===== src/rtl/omega_pkg.sv =====
package omega_pkg;

    typedef enum logic {
        SW_PASS  = 1'b0,
        SW_CROSS = 1'b1
    } sw_mode_e;

    // Perfect-shuffle line map: rotate an n-bit index left by one.
    function automatic int unsigned shuffle_idx(input int unsigned idx, input int unsigned n);
        int unsigned mask;
        mask = (32'd1 << n) - 32'd1;
        return ((idx << 1) | (idx >> (n - 1))) & mask;
    endfunction

    // Straight when the examined address bits agree, crossed otherwise.
    function automatic sw_mode_e pick_mode(input logic s_bit, input logic d_bit);
        return (s_bit == d_bit) ? SW_PASS : SW_CROSS;
    endfunction

    function automatic bit ports_legal(input int unsigned p);
        return (p >= 4) && (p <= 32) && ((p & (p - 1)) == 0);
    endfunction

endpackage


===== src/rtl/omega_switch2.sv =====
module omega_switch2 #(
    parameter int N   = 3,
    parameter int PW  = 8,
    parameter int BIT = 2,
    localparam int LW = 1 + 2 * N + PW
) (
    input  logic [LW-1:0] in_u,
    input  logic [LW-1:0] in_l,
    output logic [LW-1:0] out_u,
    output logic [LW-1:0] out_l,
    output logic          lose_l
);
    import omega_pkg::*;

    typedef struct packed {
        logic          vld;
        logic [N-1:0]  dst;
        logic [N-1:0]  src;
        logic [PW-1:0] pay;
    } lane_t;

    lane_t    up, lo, lo_eff, o_up, o_lo;
    sw_mode_e mode_up, mode_lo, mode;
    logic     clash;

    always_comb begin
        up      = lane_t'(in_u);
        lo      = lane_t'(in_l);
        mode_up = pick_mode(up.src[BIT], up.dst[BIT]);
        mode_lo = pick_mode(lo.src[BIT], lo.dst[BIT]);
        clash   = up.vld && lo.vld && (mode_up != mode_lo);
        lo_eff  = lo;
        if (clash) lo_eff.vld = 1'b0;
        if (up.vld)      mode = mode_up;
        else if (lo.vld) mode = mode_lo;
        else             mode = SW_PASS;
        if (mode == SW_PASS) begin
            o_up = up;
            o_lo = lo_eff;
        end else begin
            o_up = lo_eff;
            o_lo = up;
        end
    end

    assign out_u  = LW'(o_up);
    assign out_l  = LW'(o_lo);
    assign lose_l = clash;


    always_comb begin
        if (o_up.vld === 1'b1) upper_exit_bit_chk: assert (o_up.dst[BIT] == 1'b0);
        if (o_lo.vld === 1'b1) lower_exit_bit_chk: assert (o_lo.dst[BIT] == 1'b1);
    end


    always_comb begin
        if (lose_l === 1'b1) drop_needs_upper_chk: assert (up.vld && (o_up.vld || o_lo.vld));
    end

endmodule


===== src/rtl/omega_stage.sv =====
module omega_stage #(
    parameter int N     = 3,
    parameter int PW    = 8,
    parameter int STAGE = 0,
    localparam int P    = 1 << N,
    localparam int LW   = 1 + 2 * N + PW,
    localparam int BIT  = N - 1 - STAGE
) (
    input  logic [LW-1:0] lanes_i [P],
    output logic [LW-1:0] lanes_o [P],
    output logic [P-1:0]  drop_o
);
    import omega_pkg::*;

    typedef struct packed {
        logic          vld;
        logic [N-1:0]  dst;
        logic [N-1:0]  src;
        logic [PW-1:0] pay;
    } lane_t;

    logic [LW-1:0] shuf [P];
    logic [P/2-1:0] lose;
    logic [N-1:0]  lo_src [P/2];

    for (genvar k = 0; k < P; k++) begin : g_shuffle
        localparam int DST_LINE = int'(shuffle_idx(k, N));
        assign shuf[DST_LINE] = lanes_i[k];
    end

    for (genvar m = 0; m < P / 2; m++) begin : g_sw
        lane_t lo_view;
        assign lo_view   = lane_t'(shuf[2*m+1]);
        assign lo_src[m] = lo_view.src;

        omega_switch2 #(.N(N), .PW(PW), .BIT(BIT)) sw_i (
            .in_u   (shuf[2*m]),
            .in_l   (shuf[2*m+1]),
            .out_u  (lanes_o[2*m]),
            .out_l  (lanes_o[2*m+1]),
            .lose_l (lose[m])
        );
    end

    always_comb begin
        drop_o = '0;
        for (int m = 0; m < P / 2; m++) begin
            if (lose[m]) drop_o[lo_src[m]] = 1'b1;
        end
    end

endmodule


===== src/rtl/omega_network.sv =====
module omega_network #(
    parameter int P       = 8,
    parameter int PW      = 8,
    parameter bit REG_OUT = 1'b1,
    localparam int N      = $clog2(P),
    localparam int LW     = 1 + 2 * N + PW
) (
    input  logic            clk,
    input  logic            rst,
    input  logic [P-1:0]    in_valid,
    input  logic [P*N-1:0]  in_dst,
    input  logic [P*PW-1:0] in_payload,
    output logic [P-1:0]    out_valid,
    output logic [P*N-1:0]  out_src,
    output logic [P*PW-1:0] out_payload,
    output logic [P-1:0]    blocked
);
    import omega_pkg::*;

    typedef struct packed {
        logic          vld;
        logic [N-1:0]  dst;
        logic [N-1:0]  src;
        logic [PW-1:0] pay;
    } lane_t;


    initial begin
        port_count_legal_chk: assert (ports_legal(P));
    end

    logic [LW-1:0] chain [N+1][P];
    logic [P-1:0]  drops [N];
    logic [P-1:0]  nxt_valid, nxt_blocked;
    logic [P*N-1:0]  nxt_src;
    logic [P*PW-1:0] nxt_pay;
    lane_t         fin [P];

    for (genvar i = 0; i < P; i++) begin : g_entry
        lane_t ent;
        always_comb begin
            ent.vld = in_valid[i];
            ent.dst = in_dst[i*N +: N];
            ent.src = N'(i);
            ent.pay = in_payload[i*PW +: PW];
        end
        assign chain[0][i] = LW'(ent);
    end

    for (genvar s = 0; s < N; s++) begin : g_stage
        omega_stage #(.N(N), .PW(PW), .STAGE(s)) stage_i (
            .lanes_i (chain[s]),
            .lanes_o (chain[s+1]),
            .drop_o  (drops[s])
        );
    end

    for (genvar j = 0; j < P; j++) begin : g_exit
        assign fin[j]               = lane_t'(chain[N][j]);
        assign nxt_valid[j]         = fin[j].vld;
        assign nxt_src[j*N +: N]    = fin[j].src;
        assign nxt_pay[j*PW +: PW]  = fin[j].pay;


        always_comb begin
            if (fin[j].vld === 1'b1) final_line_dst_chk: assert (fin[j].dst == N'(j));
        end
    end

    always_comb begin
        nxt_blocked = '0;
        for (int s = 0; s < N; s++) nxt_blocked |= drops[s];
    end

    if (REG_OUT) begin : g_reg
        logic [P-1:0] vld_prev;
        logic [N-1:0] dst_prev [P];

        always_ff @(posedge clk) begin
            if (rst) begin
                out_valid   <= '0;
                blocked     <= '0;
                out_src     <= '0;
                out_payload <= '0;
            end else begin
                out_valid   <= nxt_valid;
                blocked     <= nxt_blocked;
                out_src     <= nxt_src;
                out_payload <= nxt_pay;
            end
        end

        // Input copies used only by the output checks below.
        always_ff @(posedge clk) begin
            vld_prev <= in_valid;
            for (int i = 0; i < P; i++) dst_prev[i] <= in_dst[i*N +: N];
        end


        reset_clears_chk: assert property (@(posedge clk)
            rst |=> (out_valid == '0) && (blocked == '0));


        conservation_chk: assert property (@(posedge clk) disable iff (rst)
            !$past(rst) |-> ($countones(out_valid) + $countones(blocked)
                             == $countones(vld_prev)));


        blocked_only_valid_chk: assert property (@(posedge clk) disable iff (rst)
            !$past(rst) |-> ((blocked & ~vld_prev) == '0));

        for (genvar j = 0; j < P; j++) begin : g_dst_chk

            delivered_match_chk: assert property (@(posedge clk) disable iff (rst)
                (!$past(rst) && out_valid[j]) |->
                    (vld_prev[out_src[j*N +: N]] &&
                     dst_prev[out_src[j*N +: N]] == N'(j) &&
                     !blocked[out_src[j*N +: N]]));
        end
    end else begin : g_comb
        assign out_valid   = nxt_valid;
        assign blocked     = nxt_blocked;
        assign out_src     = nxt_src;
        assign out_payload = nxt_pay;
    end

endmodule


===== config.mk =====
export PLATFORM = sky130hd
export DESIGN_NAME = omega_network
export DESIGN_NICKNAME = d
export VERILOG_FILES = /design/src/rtl/omega_pkg.sv /design/src/rtl/omega_switch2.sv /design/src/rtl/omega_stage.sv /design/src/rtl/omega_network.sv
export SDC_FILE = /design/constraint.sdc
export NUM_CORES = 1
export LEC_CHECK = 0
export BUFFER_PORTS_ARGS = -buffer_cell sky130_fd_sc_hd__buf_4
export CAP_MARGIN = 10
export CORE_MARGIN = 2
export CORE_UTILIZATION = 40
export CTS_CLUSTER_DIAMETER = 200
export DETAILED_ROUTE_END_ITERATION = 16
export PLACE_DENSITY_LB_ADDON = 0.2
export SETUP_SLACK_MARGIN = 0.02
export SYNTH_ARGS = -nofsm -noshare
export SYNTH_HDL_FRONTEND = slang
export SYNTH_SLANG_ARGS = --single-unit

===== constraint.sdc =====
create_clock -name clk -period 3.7 [get_ports clk]
set_input_delay 0.555 -clock clk [delete_from_list [all_inputs] [get_ports clk]]
set_output_delay 0.555 -clock clk [all_outputs]
set_load 0.005 [all_outputs]

==> key figures <==
STA
  – Fmax: 355.9 MHz
  – RSZ-0062 raised after global routing: false
  – Worst hold slack: 0.4502 ns
  – Min Clock Period, post-route: 2.810 ns
  – Final period utilization: 75.93%
  – Final Hold Viols: 0
  – Slew HR: 30.34%
  – Setup_tns: 0 ns
  – Least-Margin Pin Slew: 1.045 ns
  – Pins over their slew limit: 0
  – Setup Viol. Count Final: 0

Clock tree
  – Clk slew on worst S/H paths: 0.07 ns
  – H-Tree Level Count: 3
  – CTS resizes: 0
  – Clock tree buffer depth: 2
  – CTS Buf Count: 9
  – Clock Tree Root: clkbuf_16
  – # hold bufs at CTS: 0
  – Clock sink total: 103
  – Post-CTS setup buffers: 0
  – CTS tree: yes

Floorplan
  – CORE AREA: 15,310 um^2
  – Die ar.: 16,810 um^2
  – Vert. Die Dim: 129.7 um
  – Core Rows: 45
  – I/O Pins: 202
  – Die width: 129.7 um
  – Starting Density: 41.24%

GRT
  – Largest net degree at the start of global routing: 104
  – Remaining global-route overflow: 0
  – Initial antenna violation count: 0
  – GRT Total Usage: 21.78%
  – Global-route wire length before repair: 27.97 mm
  – Number of global-route vias before repair: 5,074

Critical path
  – Setup crit start kind: input pin
  – Levels on crit path: 8
  – Max incr delay on CP: 0.56 ns
  – Kind of critical path: in -> reg
  – Crit path max fanout: 23
  – CP cell instances: buf_4 -> and2_4 -> or3_1 -> a31oi_4 -> mux2i_1 -> nand2_1 -> and3_1 -> a211oi_1
  – Setup crit end: out_src[22]
  – Crit end category: flop
  – Worst setup startpoint: in_dst[8]
  – Critical Path RT: 3.96 ns
  – Critical Path Slowest Stage Cell: nand2_1
  – Top delay family on crit path: simple AND/OR/NAND/NOR gates
  – Worst path buffer plus inverter count: 1
  – CP arrival: 3.07 ns

Hold path
  – Hold Path Depth: 3
  – Worst hold path class: in -> reg

Placed design
  – Gpl congestion: 0.8435
  – Buffers on Ports: 200
  – Detailed Place HPWL: 14.30 mm

Logic synthesis
  – Netlist cell types: 58
  – Number of synthesized flops with an enable pin: 0
  – Ys Warns: 0
  – Ys flop type: dfxtp_1
  – Syn_nets: 792
  – Fraction of registers with async set or reset after synthesis: 0%
  – Post-Syn Area: 6316 um^2
  – Seq/Total Area, Yosys: 32.65%
  – Synthesized area per cell: 9.101 um^2
  – Register bit total from synthesis: 103
  – Mapped Cells: 694

Power and ir drop
  – P_leak: 0.004081 uW
  – Cell Pwr Density: 430.9 nW/um^2
  – Peak VDD IR: 0.2248 mV
  – Tot Pwr: 3571 uW

Cells and area
  – Area grow syn2layout: 31.22%
  – # nets final: 968
  – Fill count: 1,485
  – Most frequent cells in the layout: buf_4 (216), mux2i_1 (192), dfxtp_1 (103)
  – Commonest non-fill, non-tap cell in the layout: buf_4
  – Ratio of cells with drive above 1 in the final layout: 29.37%
  – Antenna Cells: 0

Status
  – Status: completed

Route
  – Detail Route Antenna Nets: 0
  – Via count: 5,736
  – DR WL/cell: 17.36 um
  – Vias/cell: 5.282
  – 1st-iter DRT viols: 501
  – # DRC: 0
  – Routed WL: 18.85 mm
  – Drt pass-1 iters: 5

Run
  – Max-cap violations: 0
power by group:
group          switching, uW  internal, uW  leakage, uW
clock                    431           569     0.000158
sequential              50.2          1260     0.000856
combinational            653           608      0.00307
total                   1130          2440      0.00408
kinds of logic (layout without fill, tap and decap cells):
group	Yosys count	in the layout	synth area share, %
xor+xnor	14	14	1.941
mux	206	206	33.72
simple gates	179	179	14.10
buf+inv	64	245	4.794
flops	103	103	32.65
compound gates	127	127	12.74
other cells	1	1	0.05937
Yosys cell counts (5+ instances only):
master / number / area (um^2)
a211oi_1: 9 / 67.56
a21oi_1: 49 / 245.2
a22oi_1: 7 / 52.55
buf_1: 5 / 18.77
buf_2: 17 / 85.08
clkbuf_1: 22 / 82.58
dfxtp_1: 103 / 2062
inv_1: 13 / 48.80
mux2_2: 6 / 67.56
mux2i_1: 192 / 1922
nand2_1: 18 / 67.56
nand2b_1: 8 / 50.05
nand3_1: 42 / 210.2
nand3b_1: 5 / 37.54
nor2_1: 65 / 244.0
nor2b_1: 7 / 43.79
nor3_1: 9 / 45.04
o21ai_0: 26 / 130.1
o21ai_1: 10 / 50.05
xnor2_1: 8 / 70.07
xor2_1: 6 / 52.55
area by class of cell:
| class | count | area [um^2] | area share [%] |
|---|---|---|---|
| repair buffers | 216 | 1622 | 19.57 |
| inverters | 13 | 48.80 | 0.5888 |
| flip-flops and latches | 103 | 2062 | 24.88 |
| multi-input cells | 527 | 3975 | 47.96 |
| clock buffers | 11 | 252.7 | 3.050 |
| well taps | 211 | 264.0 | 3.185 |
| clock inverters | 5 | 63.81 | 0.7699 |
worst min-delay path, stage by stage:
cell and delay [ns]:
buf_4 0.12, nand2_1 0.05, nor3_1 0.03
sequential cells by signal, indices dropped and copies added, names as in the netlist:
| signal | cells |
|---|---|
| out_payload | 64 |
| out_src | 24 |
| out_valid | 8 |
| blocked | 7 |
stage by stage:
stage                     cells  setup slack, ns  area, um^2  utilization (%)
after global routing       1086           0.6542        8288            54.12
after CTS                  1086           0.9383        8288            54.12
final                      1086           0.8905        8288            54.12
after global placement     1070           0.6793        7971            52.05
after floorplan             694            1.170        6316                -
after detailed placement   1070           0.5681        7971            52.05
how the worst min path moves through the flow:
stage | startpoint | end
floorplan | in_valid[0] | blocked[4]
global placement | in_valid[0] | blocked[4]
detailed placement | in_valid[0] | blocked[4]
CTS | in_valid[0] | blocked[4]
global route | in_valid[0] | blocked[4]
finish | in_valid[0] | blocked[4]
layer usage:
| metal | vias to the layer above | global-route usage, % | wire [um] |
|---|---|---|---|
| li1 | 2858 | - | - |
| met1 | 2636 | 32.99 | 9463 |
| met2 | 221 | 30.61 | 7906 |
| met3 | 21 | 4.335 | 1140 |
| met4 | 0 | 7.147 | 337 |
| met5 | - | 0 | 0 |
(Power assumes the default switching activity.)
